`src/rtl/gram_pkg.sv`:
```
package gram_pkg;
    localparam int WORD_W = 32;
    typedef logic [WORD_W-1:0] word_t;
    typedef enum logic [2:0] {C_IDLE, C_PRIME, C_MAC, C_WAIT, C_DONE} cstate_t;
    typedef enum logic [1:0] {F_HALT, F_HOLD, F_READ} fstate_t;
endpackage

```
`src/rtl/gram_step_iter.sv`:
```
// Walks (i, j, k) over upper-triangular block pairs, k innermost.
module gram_step_iter #(
    parameter int TILES  = 2,
    parameter int KSTEPS = 2,
    parameter int IW     = (TILES > 1) ? $clog2(TILES) : 1,
    parameter int KW     = (KSTEPS > 1) ? $clog2(KSTEPS) : 1
) (
    input  logic          clk,
    input  logic          rst_n,
    input  logic          restart,
    input  logic          advance,
    output logic [IW-1:0] ti,
    output logic [IW-1:0] tj,
    output logic [KW-1:0] tk,
    output logic          last_k,
    output logic          final_step
);
    localparam logic [IW-1:0] T_LAST = IW'(TILES - 1);
    localparam logic [KW-1:0] K_LAST = KW'(KSTEPS - 1);

    always_ff @(posedge clk or negedge rst_n) begin
        if (!rst_n) begin
            ti <= '0;
            tj <= '0;
            tk <= '0;
        end else if (restart) begin
            ti <= '0;
            tj <= '0;
            tk <= '0;
        end else if (advance) begin
            if (!last_k) begin
                tk <= tk + 1'b1;
            end else begin
                tk <= '0;
                if (tj != T_LAST) begin
                    tj <= tj + 1'b1;
                end else begin
                    ti <= ti + 1'b1;
                    tj <= ti + 1'b1;
                end
            end
        end
    end

    always_comb begin
        last_k     = (tk == K_LAST);
        final_step = last_k && (ti == T_LAST) && (tj == T_LAST);
    end
endmodule

```
`src/rtl/gram_dot.sv`:
```
// TILE parallel products summed into one word.
module gram_dot
    import gram_pkg::*;
#(
    parameter int TILE = 4
) (
    input  logic [TILE*WORD_W-1:0] row_v,
    input  logic [TILE*WORD_W-1:0] col_v,
    output word_t                  dot
);
    word_t prod [TILE];

    for (genvar g = 0; g < TILE; g++) begin : g_mul
        assign prod[g] = row_v[g*WORD_W +: WORD_W] * col_v[g*WORD_W +: WORD_W];
    end

    always_comb begin
        dot = '0;
        for (int t = 0; t < TILE; t++) begin
            dot = dot + prod[t];
        end
    end
endmodule

```
`src/rtl/gram_fetch.sv`:
```
// Loads one operand pair per step into the bank that is not in use.
module gram_fetch
    import gram_pkg::*;
#(
    parameter int TILE   = 4,
    parameter int ROWS   = 8,
    parameter int COLS   = 8,
    parameter int ADDR_W = 16
) (
    input  logic                    clk,
    input  logic                    rst_n,
    input  logic                    go,
    input  logic [1:0]              bank_full,
    output logic                    rd_req,
    output logic [ADDR_W-1:0]       rd_addr,
    input  logic                    rd_valid,
    output logic                    fill_we,
    output logic                    fill_is_b,
    output logic [$clog2(TILE)-1:0] fill_row,
    output logic                    fill_bank,
    output logic                    fill_done
);
    localparam int TILES  = ROWS / TILE;
    localparam int KSTEPS = COLS / TILE;
    localparam int IW     = (TILES > 1) ? $clog2(TILES) : 1;
    localparam int KW     = (KSTEPS > 1) ? $clog2(KSTEPS) : 1;
    localparam int RW     = $clog2(TILE);
    localparam int CW     = RW + 1;
    localparam logic [CW-1:0]     LAST_C = CW'(2 * TILE - 1);
    localparam logic [ADDR_W-1:0] TILE_A = ADDR_W'(TILE);
    localparam logic [ADDR_W-1:0] COLS_A = ADDR_W'(COLS);

    fstate_t       fstate, fnext;
    logic [CW-1:0] cnt;
    logic          wbank;
    logic [IW-1:0] ti, tj, src;
    logic [KW-1:0] tk;
    logic          last_k, final_step;

    gram_step_iter #(.TILES(TILES), .KSTEPS(KSTEPS)) u_iter (
        .clk(clk), .rst_n(rst_n), .restart(go), .advance(fill_done),
        .ti(ti), .tj(tj), .tk(tk), .last_k(last_k), .final_step(final_step)
    );

    always_ff @(posedge clk or negedge rst_n) begin
        if (!rst_n) begin
            fstate <= F_HALT;
            cnt    <= '0;
            wbank  <= 1'b0;
        end else begin
            fstate <= fnext;
            if (go) begin
                cnt   <= '0;
                wbank <= 1'b0;
            end else if (fill_we) begin
                cnt <= cnt + 1'b1;
                if (cnt == LAST_C) wbank <= ~wbank;
            end
        end
    end

    always_comb begin
        fnext = fstate;
        unique case (fstate)
            F_HALT:  fnext = go ? F_HOLD : F_HALT;
            F_HOLD:  fnext = bank_full[wbank] ? F_HOLD : F_READ;
            F_READ:  if (rd_valid && cnt == LAST_C) fnext = final_step ? F_HALT : F_HOLD;
            default: fnext = F_HALT;
        endcase
    end

    always_comb begin
        rd_req    = (fstate == F_READ);
        fill_we   = rd_req && rd_valid;
        fill_done = fill_we && (cnt == LAST_C);
        fill_row  = cnt[RW-1:0];
        fill_is_b = cnt[RW];
        fill_bank = wbank;
        src       = fill_is_b ? tj : ti;
        rd_addr   = (ADDR_W'(src) * TILE_A + ADDR_W'(fill_row)) * COLS_A
                  + ADDR_W'(tk) * TILE_A;
    end

    // a pending request keeps its address until answered
    p_req_hold_r5: assert property (@(posedge clk) disable iff (!rst_n)
        (rd_req && !rd_valid) |=> (rd_req && $stable(rd_addr)));
endmodule

```
`src/rtl/gram_engine.sv`:
```
module gram_engine
    import gram_pkg::*;
#(
    parameter int TILE    = 4,
    parameter int ROWS    = 8,
    parameter int COLS    = 8,
    parameter int ADDR_W  = 16,
    parameter int STALL_W = 16
) (
    input  logic                   clk,
    input  logic                   rst_n,
    input  logic                   start,
    output logic                   busy,
    output logic                   done,
    output logic                   rd_req,
    output logic [ADDR_W-1:0]      rd_addr,
    input  logic                   rd_valid,
    input  logic [TILE*WORD_W-1:0] rd_data,
    output logic                   wr_en,
    output logic [ADDR_W-1:0]      wr_addr,
    output logic [WORD_W-1:0]      wr_data,
    output logic [STALL_W-1:0]     stall_count
);
    localparam int TILES  = ROWS / TILE;
    localparam int KSTEPS = COLS / TILE;
    localparam int ELEMS  = TILE * TILE;
    localparam int EW     = $clog2(ELEMS);
    localparam int RW     = $clog2(TILE);
    localparam int IW     = (TILES > 1) ? $clog2(TILES) : 1;
    localparam int KW     = (KSTEPS > 1) ? $clog2(KSTEPS) : 1;
    localparam logic [RW-1:0]     R_LAST = RW'(TILE - 1);
    localparam logic [ADDR_W-1:0] TILE_A = ADDR_W'(TILE);
    localparam logic [ADDR_W-1:0] ROWS_A = ADDR_W'(ROWS);

    cstate_t cstate, cnext;
    logic    go;

    // operand banks and partial-sum block
    word_t a_buf [2][ELEMS];
    word_t b_buf [2][ELEMS];
    word_t acc   [ELEMS];
    logic [1:0] full;
    logic       rbank;

    logic [RW-1:0] er, ec;
    logic [EW-1:0] ent_idx;
    logic          mac_last, next_ready;
    logic [STALL_W-1:0] stall_q;

    logic                fill_we, fill_is_b, fill_bank, fill_done;
    logic [RW-1:0]       fill_row;
    logic [IW-1:0]       ti, tj;
    logic [KW-1:0]       tk;
    logic                last_k, final_step;
    logic [TILE*WORD_W-1:0] a_row, b_col;
    word_t               dot, acc_new;

    assign go = start && (cstate == C_IDLE);

    gram_fetch #(.TILE(TILE), .ROWS(ROWS), .COLS(COLS), .ADDR_W(ADDR_W)) u_fetch (
        .clk(clk), .rst_n(rst_n), .go(go), .bank_full(full),
        .rd_req(rd_req), .rd_addr(rd_addr), .rd_valid(rd_valid),
        .fill_we(fill_we), .fill_is_b(fill_is_b), .fill_row(fill_row),
        .fill_bank(fill_bank), .fill_done(fill_done)
    );

    gram_step_iter #(.TILES(TILES), .KSTEPS(KSTEPS)) u_citer (
        .clk(clk), .rst_n(rst_n), .restart(go), .advance(mac_last),
        .ti(ti), .tj(tj), .tk(tk), .last_k(last_k), .final_step(final_step)
    );

    gram_dot #(.TILE(TILE)) u_dot (.row_v(a_row), .col_v(b_col), .dot(dot));

    // bank fill: A rows straight, second block written transposed
    always_ff @(posedge clk) begin
        if (fill_we) begin
            for (int w = 0; w < TILE; w++) begin
                if (!fill_is_b)
                    a_buf[fill_bank][EW'(int'(fill_row) * TILE + w)] <= rd_data[w*WORD_W +: WORD_W];
                else
                    b_buf[fill_bank][EW'(w * TILE + int'(fill_row))] <= rd_data[w*WORD_W +: WORD_W];
            end
        end
    end

    always_comb begin
        for (int t = 0; t < TILE; t++) begin
            a_row[t*WORD_W +: WORD_W] = a_buf[rbank][EW'(int'(er) * TILE + t)];
            b_col[t*WORD_W +: WORD_W] = b_buf[rbank][EW'(t * TILE + int'(ec))];
        end
        ent_idx    = EW'(int'(er) * TILE + int'(ec));
        acc_new    = ((tk == '0) ? '0 : acc[ent_idx]) + dot;
        mac_last   = (cstate == C_MAC) && (er == R_LAST) && (ec == R_LAST);
        next_ready = full[~rbank] || (fill_done && (fill_bank == ~rbank));
    end

    always_ff @(posedge clk) begin
        if (cstate == C_MAC) acc[ent_idx] <= acc_new;
    end

    // bank ownership flags: set by the fetcher, released by the datapath
    always_ff @(posedge clk or negedge rst_n) begin
        if (!rst_n) begin
            full <= '0;
        end else if (go) begin
            full <= '0;
        end else begin
            if (mac_last)  full[rbank]     <= 1'b0;
            if (fill_done) full[fill_bank] <= 1'b1;
        end
    end

    always_ff @(posedge clk or negedge rst_n) begin
        if (!rst_n) begin
            er      <= '0;
            ec      <= '0;
            rbank   <= 1'b0;
            stall_q <= '0;
        end else if (go) begin
            er      <= '0;
            ec      <= '0;
            rbank   <= 1'b0;
            stall_q <= '0;
        end else begin
            if (cstate == C_MAC) begin
                ec <= ec + 1'b1;
                if (ec == R_LAST) er <= er + 1'b1;
                if (mac_last) rbank <= ~rbank;
            end
            if (cstate == C_WAIT) stall_q <= stall_q + 1'b1;
        end
    end

    // state register
    always_ff @(posedge clk or negedge rst_n) begin
        if (!rst_n) cstate <= C_IDLE;
        else        cstate <= cnext;
    end

    always_comb begin
        cnext = cstate;
        unique case (cstate)
            C_IDLE:  if (go) cnext = C_PRIME;
            C_PRIME: if (full[rbank]) cnext = C_MAC;
            C_MAC:   if (mac_last) begin
                         if (final_step)      cnext = C_DONE;
                         else if (next_ready) cnext = C_MAC;
                         else                 cnext = C_WAIT;
                     end
            C_WAIT:  if (full[rbank]) cnext = C_MAC;
            C_DONE:  cnext = C_IDLE;
            default: cnext = C_IDLE;
        endcase
    end

    // outputs
    always_comb begin
        busy        = (cstate != C_IDLE);
        done        = (cstate == C_DONE);
        wr_en       = (cstate == C_MAC) && last_k;
        wr_addr     = (ADDR_W'(ti) * TILE_A + ADDR_W'(er)) * ROWS_A
                    + ADDR_W'(tj) * TILE_A + ADDR_W'(ec);
        wr_data     = acc_new;
        stall_count = stall_q;
    end

    // the fetcher never writes the bank being multiplied
    p_no_live_overwrite_r6: assert property (@(posedge clk) disable iff (!rst_n)
        (fill_we && cstate == C_MAC) |-> (fill_bank != rbank));

    // writes stay in the upper block triangle
    p_upper_only_r3: assert property (@(posedge clk) disable iff (!rst_n)
        wr_en |-> ((int'(wr_addr) / ROWS) / TILE <= (int'(wr_addr) % ROWS) / TILE));

    // done lasts one cycle and follows a write
    p_done_pulse_r9: assert property (@(posedge clk) disable iff (!rst_n)
        done |=> !done);
    p_done_after_write_r9: assert property (@(posedge clk) disable iff (!rst_n)
        done |-> $past(wr_en));

    // no stall counted while multiplying
    p_stall_frozen_r8: assert property (@(posedge clk) disable iff (!rst_n)
        (cstate == C_MAC) |=> $stable(stall_count));
endmodule

```
`config.mk`:
```
export PLATFORM = sky130hd
export DESIGN_NAME = gram_engine
export DESIGN_NICKNAME = d
export VERILOG_FILES = /design/src/rtl/gram_pkg.sv /design/src/rtl/gram_step_iter.sv /design/src/rtl/gram_dot.sv /design/src/rtl/gram_fetch.sv /design/src/rtl/gram_engine.sv
export SDC_FILE = /design/constraint.sdc
export NUM_CORES = 1
export LEC_CHECK = 0
export ABC_AREA = 1
export BUFFER_PORTS_ARGS = -buffer_cell sky130_fd_sc_hd__buf_2
export CAP_MARGIN = 20
export CELL_PAD_IN_SITES_DETAIL_PLACEMENT = 1
export CELL_PAD_IN_SITES_GLOBAL_PLACEMENT = 1
export CORE_MARGIN = 2
export CORE_UTILIZATION = 22
export CTS_CLUSTER_SIZE = 16
export DETAILED_ROUTE_END_ITERATION = 12
export PLACE_DENSITY = 0.79
export SKIP_LAST_GASP = 1
export SYNTH_ARGS = -nofsm -noshare
export SYNTH_HDL_FRONTEND = slang
export SYNTH_SLANG_ARGS = --single-unit
export TNS_END_PERCENT = 1
```
`constraint.sdc`:
```
create_clock -name clk -period 1.3 [get_ports clk]
set_input_delay 0.195 -clock clk [delete_from_list [all_inputs] [get_ports clk]]
set_output_delay 0.195 -clock clk [all_outputs]
set_load 0.01 [all_outputs]
```
Word-level counts from Yosys, hierarchy flattened
Memories as Yosys holds them, arrays and structs flattened.
Cells that the tools add are included.
- memories: 3
- output and inout bits: 84
- register bits: 38
- RAM bits: 2560
- bits of input ports: 132
- word-level logic and storage cells: 6426
- memories (name ; depth ; bits a word ; read ports ; clocked after Yosys merged registers in ; wr ports ; RTL line ; text):
    a_buf ; 2 ; 512 ; 1 ; 0 ; 1 ; gram_engine.sv:39 ; word_t a_buf [2][ELEMS];
    b_buf ; 2 ; 512 ; 1 ; 0 ; 1 ; gram_engine.sv:40 ; word_t b_buf [2][ELEMS];
    acc ; 16 ; 32 ; 1 ; 0 ; 1 ; gram_engine.sv:41 ; word_t acc [ELEMS];
- equal/unequal tests: 14
- reduce and logical (&&, ||, !) cells: 46
- bitwise operators: 3093
- add/sub/neg operators: 32
- muxes and demuxes: 3190
- $mul: 4
- magnitude comparators: 29
- operators with widths (cell ; count):
    two-way mux 512 bit ; 8
    two-way mux 1 bit ; 3118
    bitwise OR 1 bit ; 3072
    binary-select mux 32 bit (select 4 bit) ; 8
    demux 32 bit (select 4 bit) ; 8
    two-way mux 32 bit ; 25
    adder 32 bit ; 4
    multiplier 32 x 32 -> 32 bit ; 4
    >= comparator 4 x 5 -> 1 bit, second input constant ; 16
    NOT 4 bit ; 14
    less-than comparator 4 x 1 -> 1 bit, second input constant ; 8
    two-way mux 16 bit ; 2
    logical AND 1 bit ; 22
    two-way mux 2 bit ; 11
    nonzero test 2 bit ; 11
    two-way mux 3 bit ; 6
    adder 16 x 1 -> 16 bit, second input constant ; 1
    adder 16 x 3 -> 16 bit ; 1
    adder 4 x 2 -> 4 bit, first input constant ; 4
    adder 4 x 2 -> 4 bit, second input constant ; 4
    AND reduction 2 bit ; 5
    adder 8 x 2 -> 9 bit ; 1
    case mux 3 bit (3 select lines) ; 1
    AND reduction 3 bit ; 3
    other kinds (30) ; 51

Depth between registers and ports, before layout
- depth in word-level cells: 11
- depth in mapped cells: 9
- gate-level depth less buffers: 9

By module
Synthesis repeated with hierarchy kept, for this count alone.
- cell total of the unflattened synthesis: 15941
- area, all modules: 154074.0 µm²
- by module, submodules not included (module ; sequential area each (µm²) ; area an instance (µm²) ; cells each ; times used):
    gram_engine ; 62149.6 ; 86108.8 ; 7236 ; 1
    gram_dot ; 0.0 ; 67128.1 ; 8593 ; 1
    gram_fetch ; 150.1 ; 519.2 ; 68 ; 1
    gram_step_iter ; 75.1 ; 158.9 ; 22 ; 2

Worst setup path before layout
No wires, ideal clock.
- kind: register to register
- from: reg u_fetch.cnt[0]
- to: reg u_fetch.u_iter.tj
- required time: 1.229 ns
- setup slack: -0.062 ns
- arrival time: 1.290 ns
- setup time: 0.071 ns
- stages on the path, launching flop included: 9
- period minus slack after synthesis: 1.362 ns
- buffers on the path: 0
- cells stage by stage: dfrtp_1 -> ha_1 -> ha_1 -> nand2_1 -> nor2_2 -> inv_1 -> o21ai_0 -> nor2_1 -> nor2_1
- word-level cells in the longest chain between the ends: 4
- ends and longest elaborated chain (what ; RTL line ; text):
    from (decl) ; gram_fetch.sv:34 ; logic [CW-1:0] cnt;
    from (signal assigned) ; gram_fetch.sv:56 ; cnt <= cnt + 1'b1;
    == test 3 bit ; gram_fetch.sv:75 ; fill_done = fill_we && (cnt == LAST_C);
    logical AND 1 bit ; gram_fetch.sv:75 ;
    nonzero test 2 bit (no source line) ; n/a ;
    AND reduction 2 bit (no source line) ; n/a ;
    to (signal assigned) ; gram_step_iter.sv:36 ; tj <= tj + 1'b1;
    to (signal assigned) ; gram_step_iter.sv:39 ; tj <= ti + 1'b1;
    to (decl) ; gram_step_iter.sv:13 ; output logic [IW-1:0] tj,
No other way between the ends.
A chain may end at the register's enable or synchronous reset.

Worst setup path in the final report
- from: reg cstate[0]
- to: out wr_en
- word-level cells in the longest chain between the ends: 2
- ends and longest elaborated chain (what ; RTL line ; text):
    from (decl) ; gram_engine.sv:35 ; cstate_t cstate, cnext;
    from (signal assigned) ; gram_engine.sv:137 ; else cstate <= cnext;
    == test 3 x 2 -> 1 bit ; gram_engine.sv:160 ; wr_en = (cstate == C_MAC) && last_k;
    logical AND 1 bit ; gram_engine.sv:160 ;
    to (decl) ; gram_engine.sv:19 ; output logic wr_en,
No other way between the ends.

==> summary.md <==
| Metric | Value |
|---|---|
| Std-Cell Core Area | 11000 um^2 |
| Total power | 5.49 mW |
| Synth unique cells | 30 |
| Status | finished, violations left |
| Final TNS setup | -1.01 ns |
| Leak pwr | 1.63 nW |
| Area Overhead vs Synth | 24.2% |
| Final Cycle Share | 1.10 |
| Final worst slack | -0.134 ns |
| Sequential cell area fraction in the yosys report | 0.381 |
| Syn_area_per_cell | 7.55 um^2 |
| DP Area | 2770 um^2 |
| Worst min path class | in -> reg |
| Seq cells post-synth | 38 |
| Gpl congestion | 0.810 |
| Antenna-violating nets left | 0 |
| Critical-path cell list | nor2_4, nand2_4, buf_6, nor2_4, buf_6 |
| F_max | 697 MHz |
| Root buf cell | clkbuf_16 |
| Fill count | 1355 |
| DR pass1 iterations | 4 |
| Average routed wire per standard cell | 12.1 um |
| Clock Skew | 0.00530 ns |
| Top post-synthesis cells by area | dfrtp_1 38%, buf_4 18%, nand2_1 11%, inv_1 5.9%, nor2_1 5.9% |
| DR vias | 2191 |
| Nets | 530 |
| Cell area after synthesis | 2500 um^2 |
| CP top delay family | flip-flops |
| First-pass GRT wire length | 10.6 mm |
| Hold Violations, Final | 0 |
| Die area | 12200 um^2 |
| Synth area leader | dfrtp_1 |
| Synth top area share | 0.381 |
| Number of max-cap violations | 0 |
| Crit path required time | 1.11 ns |
| Max Root-Sink Buffers | 2 |
| Vias in the first global route | 2321 |
| Largest net degree at the start of global routing | 39 |
| Worst-path clk slew | 0.06 ns |
| Worst VDD drop | 0.000603 V |
| WS Path Type | reg -> out |
| TritonCTS clock tree | done |
| N_diodes | 0 |
| I/O Pins | 216 |
| Total Wirelength | 6.45 mm |
| PortBufs | 33 |
| Crit end category | output pin |
| Starting Density | 0.228 |
| Hold_ws | 0.340 ns |
| Data arrival, critical path | 1.24 ns |
| Initial antenna violation count | 0 |
| CTS Buf Count | 5 |
| Global Route Usage Sum | 0.104 |
| Pre-CTS setup slack | -0.113 ns |
| Die X-Extent | 111 um |
| P per Cell Area | 1770 nW/um^2 |
| CTS Sinks | 38 |
| Worst path max stage delay | 0.43 ns |
| CP Max Fanout | 3 |
| HPWL after DPL | 4.62 mm |
| Post-Synthesis Cells | 331 |
| RSZ-0062 raised after global routing | true |
| Clk_lat worst skew | 0.28 ns |
| Synth warnings | 0 |
| Critical Path Start Type | flop |
| Slowest cell on the critical path | dfrtp_2 |
| Buf/Inv on CP | 2 |
| Final setup fails | 21 |
| Die H | 111 um |
| Site row count | 38 |
| Initial DRC Count | 79 |
| Failing checks | negative setup slack |
| Fin area | 3100 um^2 |
| Slew Limit Fails | 0 |
| DRC Markers | 0 |
| GRT overflow | 0 |
| H-tree depth | 2 |
| Vias per Instance | 4.11 |
| Share of layout cells above drive strength 1 | 0.249 |
| Final Critical Period | 1.43 ns |
cell usage after synthesis:
master / number
ha_1: 5
a31oi_1: 1
nand4_2: 1
o21a_1: 1
nand4_1: 6
nand2_1: 71
nand2_2: 1
nor3_1: 3
conb_1: 1
o21ai_0: 18
buf_4: 59
nor2_1: 39
nand3_2: 1
nor2_2: 4
nor2_4: 2
inv_1: 39
clkbuf_8: 1
nor3_2: 1
inv_2: 1
o31ai_1: 1
nand3b_1: 1
nand3_1: 17
buf_2: 1
o21ai_1: 1
dfrtp_1: 38
o21ai_2: 1
xor2_1: 1
xnor2_1: 1
a21oi_1: 13
nand3_4: 1
flip-flops by register name, summed over array words and instances, names as in the netlist:
| name | count |
|---|---|
| u_citer.ti | 1 |
| u_fetch.u_iter.tj | 1 |
| rbank | 1 |
| ec | 2 |
| u_fetch.u_iter.ti | 1 |
| u_fetch.u_iter.last_k | 1 |
| cstate | 3 |
| er | 2 |
| u_citer.tj | 1 |
| u_fetch.fill_bank | 1 |
| stall_count | 16 |
| u_fetch.cnt | 3 |
| u_citer.last_k | 1 |
| full | 2 |
| u_fetch.fstate | 2 |
worst register-to-register path: stages, from the launching register on:
cell	delay, ns
dfrtp_1	0.35
ha_2	0.19
ha_4	0.13
nand2_2	0.07
nor2_4	0.18
nand2_2	0.09
nand2_2	0.06
o21ai_1	0.08
nand2_1	0.06
nand2_1	0.05
kinds of logic (layout without fill, tap and decap cells):
family | count (synthesis) | in the layout | share of synthesized area
adder cells (fa/ha/maj) | 5 | 5 | 0.0250
AO/OA/AOI/OAI | 36 | 36 | 0.0761
AND/OR/NAND/NOR | 148 | 148 | 0.265
other | 1 | 54 | 0.00150
XOR/XNOR | 2 | 2 | 0.00701
buffers and inverters | 101 | 110 | 0.245
flip-flops | 38 | 38 | 0.381
placed cells by master (no fill, tap or decap), types with 2 or more instances in the layout:
master,n
a21oi_1,13
buf_12,2
buf_2,32
buf_4,25
buf_6,2
clkbuf_16,6
conb_1,54
dfrtp_1,35
dfrtp_2,3
ha_1,3
inv_1,36
inv_2,4
nand2_1,67
nand2_2,4
nand3_1,16
nand3_4,2
nand4_1,6
nor2_1,38
nor2_4,6
nor3_1,2
nor3_2,2
o21ai_0,14
o21ai_1,4
o21ai_2,2
metal layers:
layer,GRT usage,vias up,part of all wire
met4,0.0358,0,0.011
met1,0.123,1047,0.43
li1,-,1052,-
met3,0.0258,10,0.061
met5,0,-,0
met2,0.183,82,0.50
repair_timing:
item                       4_1_cts  5_1_grt
pin swaps                        2        6
setup endpoints to repair       26       41
gates cloned                     0        1
hold buffers                     1        0
hold endpoints to repair        38        0
buffers inserted                 3        3
gates resized for setup         13       14
path summary, 6_finish.rpt:
path,from,to,slack (ns),cells past startpoint
hold reg to reg,stall_count[3]$_DFFE_PN0P_,stall_count[3]$_DFFE_PN0P_,0.52,1
min in group asynchronous,rst_n,er[1]$_DFFE_PN0P_,0.42,3
max in group asynchronous,rst_n,cstate[2]$_DFFE_PN0P_,0.68,3
setup reg to reg,u_fetch.cnt[1]$_DFFE_PN0P_,cstate[0]$_DFFE_PN0P_,-0.08,9
hold / removal,start,ec[1]$_DFFE_PN0P_,0.34,4
setup / recovery,cstate[0]$_DFFE_PN0P_,wr_en,-0.13,5
through the flow:
stage               instances  utilization
floorplan                 384            -
global placement          518        0.252
detailed placement        518        0.252
CTS                       529        0.274
global route              533        0.283
finish                    533        0.283
power by group:
group          leakage [nW]  internal [mW]  total [mW]  switching (mW)
combinational          1.04           1.02        2.32            1.30
sequential            0.500           1.47        1.75           0.275
clock                0.0829          0.947        1.42           0.475
cell type report:
type	count	area, um^2	share of cell area
Timing Repair Buffer	63	445	0.144
Sequential cell	38	955	0.308
Multi-Input combinational cell	245	1210	0.390
Clock buffer	6	139	0.0448
Tap cell	140	175	0.0565
Clock inverter	1	30.0	0.00968
Inverter	40	150	0.0484
Note: power is estimated with default switching activity, not from simulation.
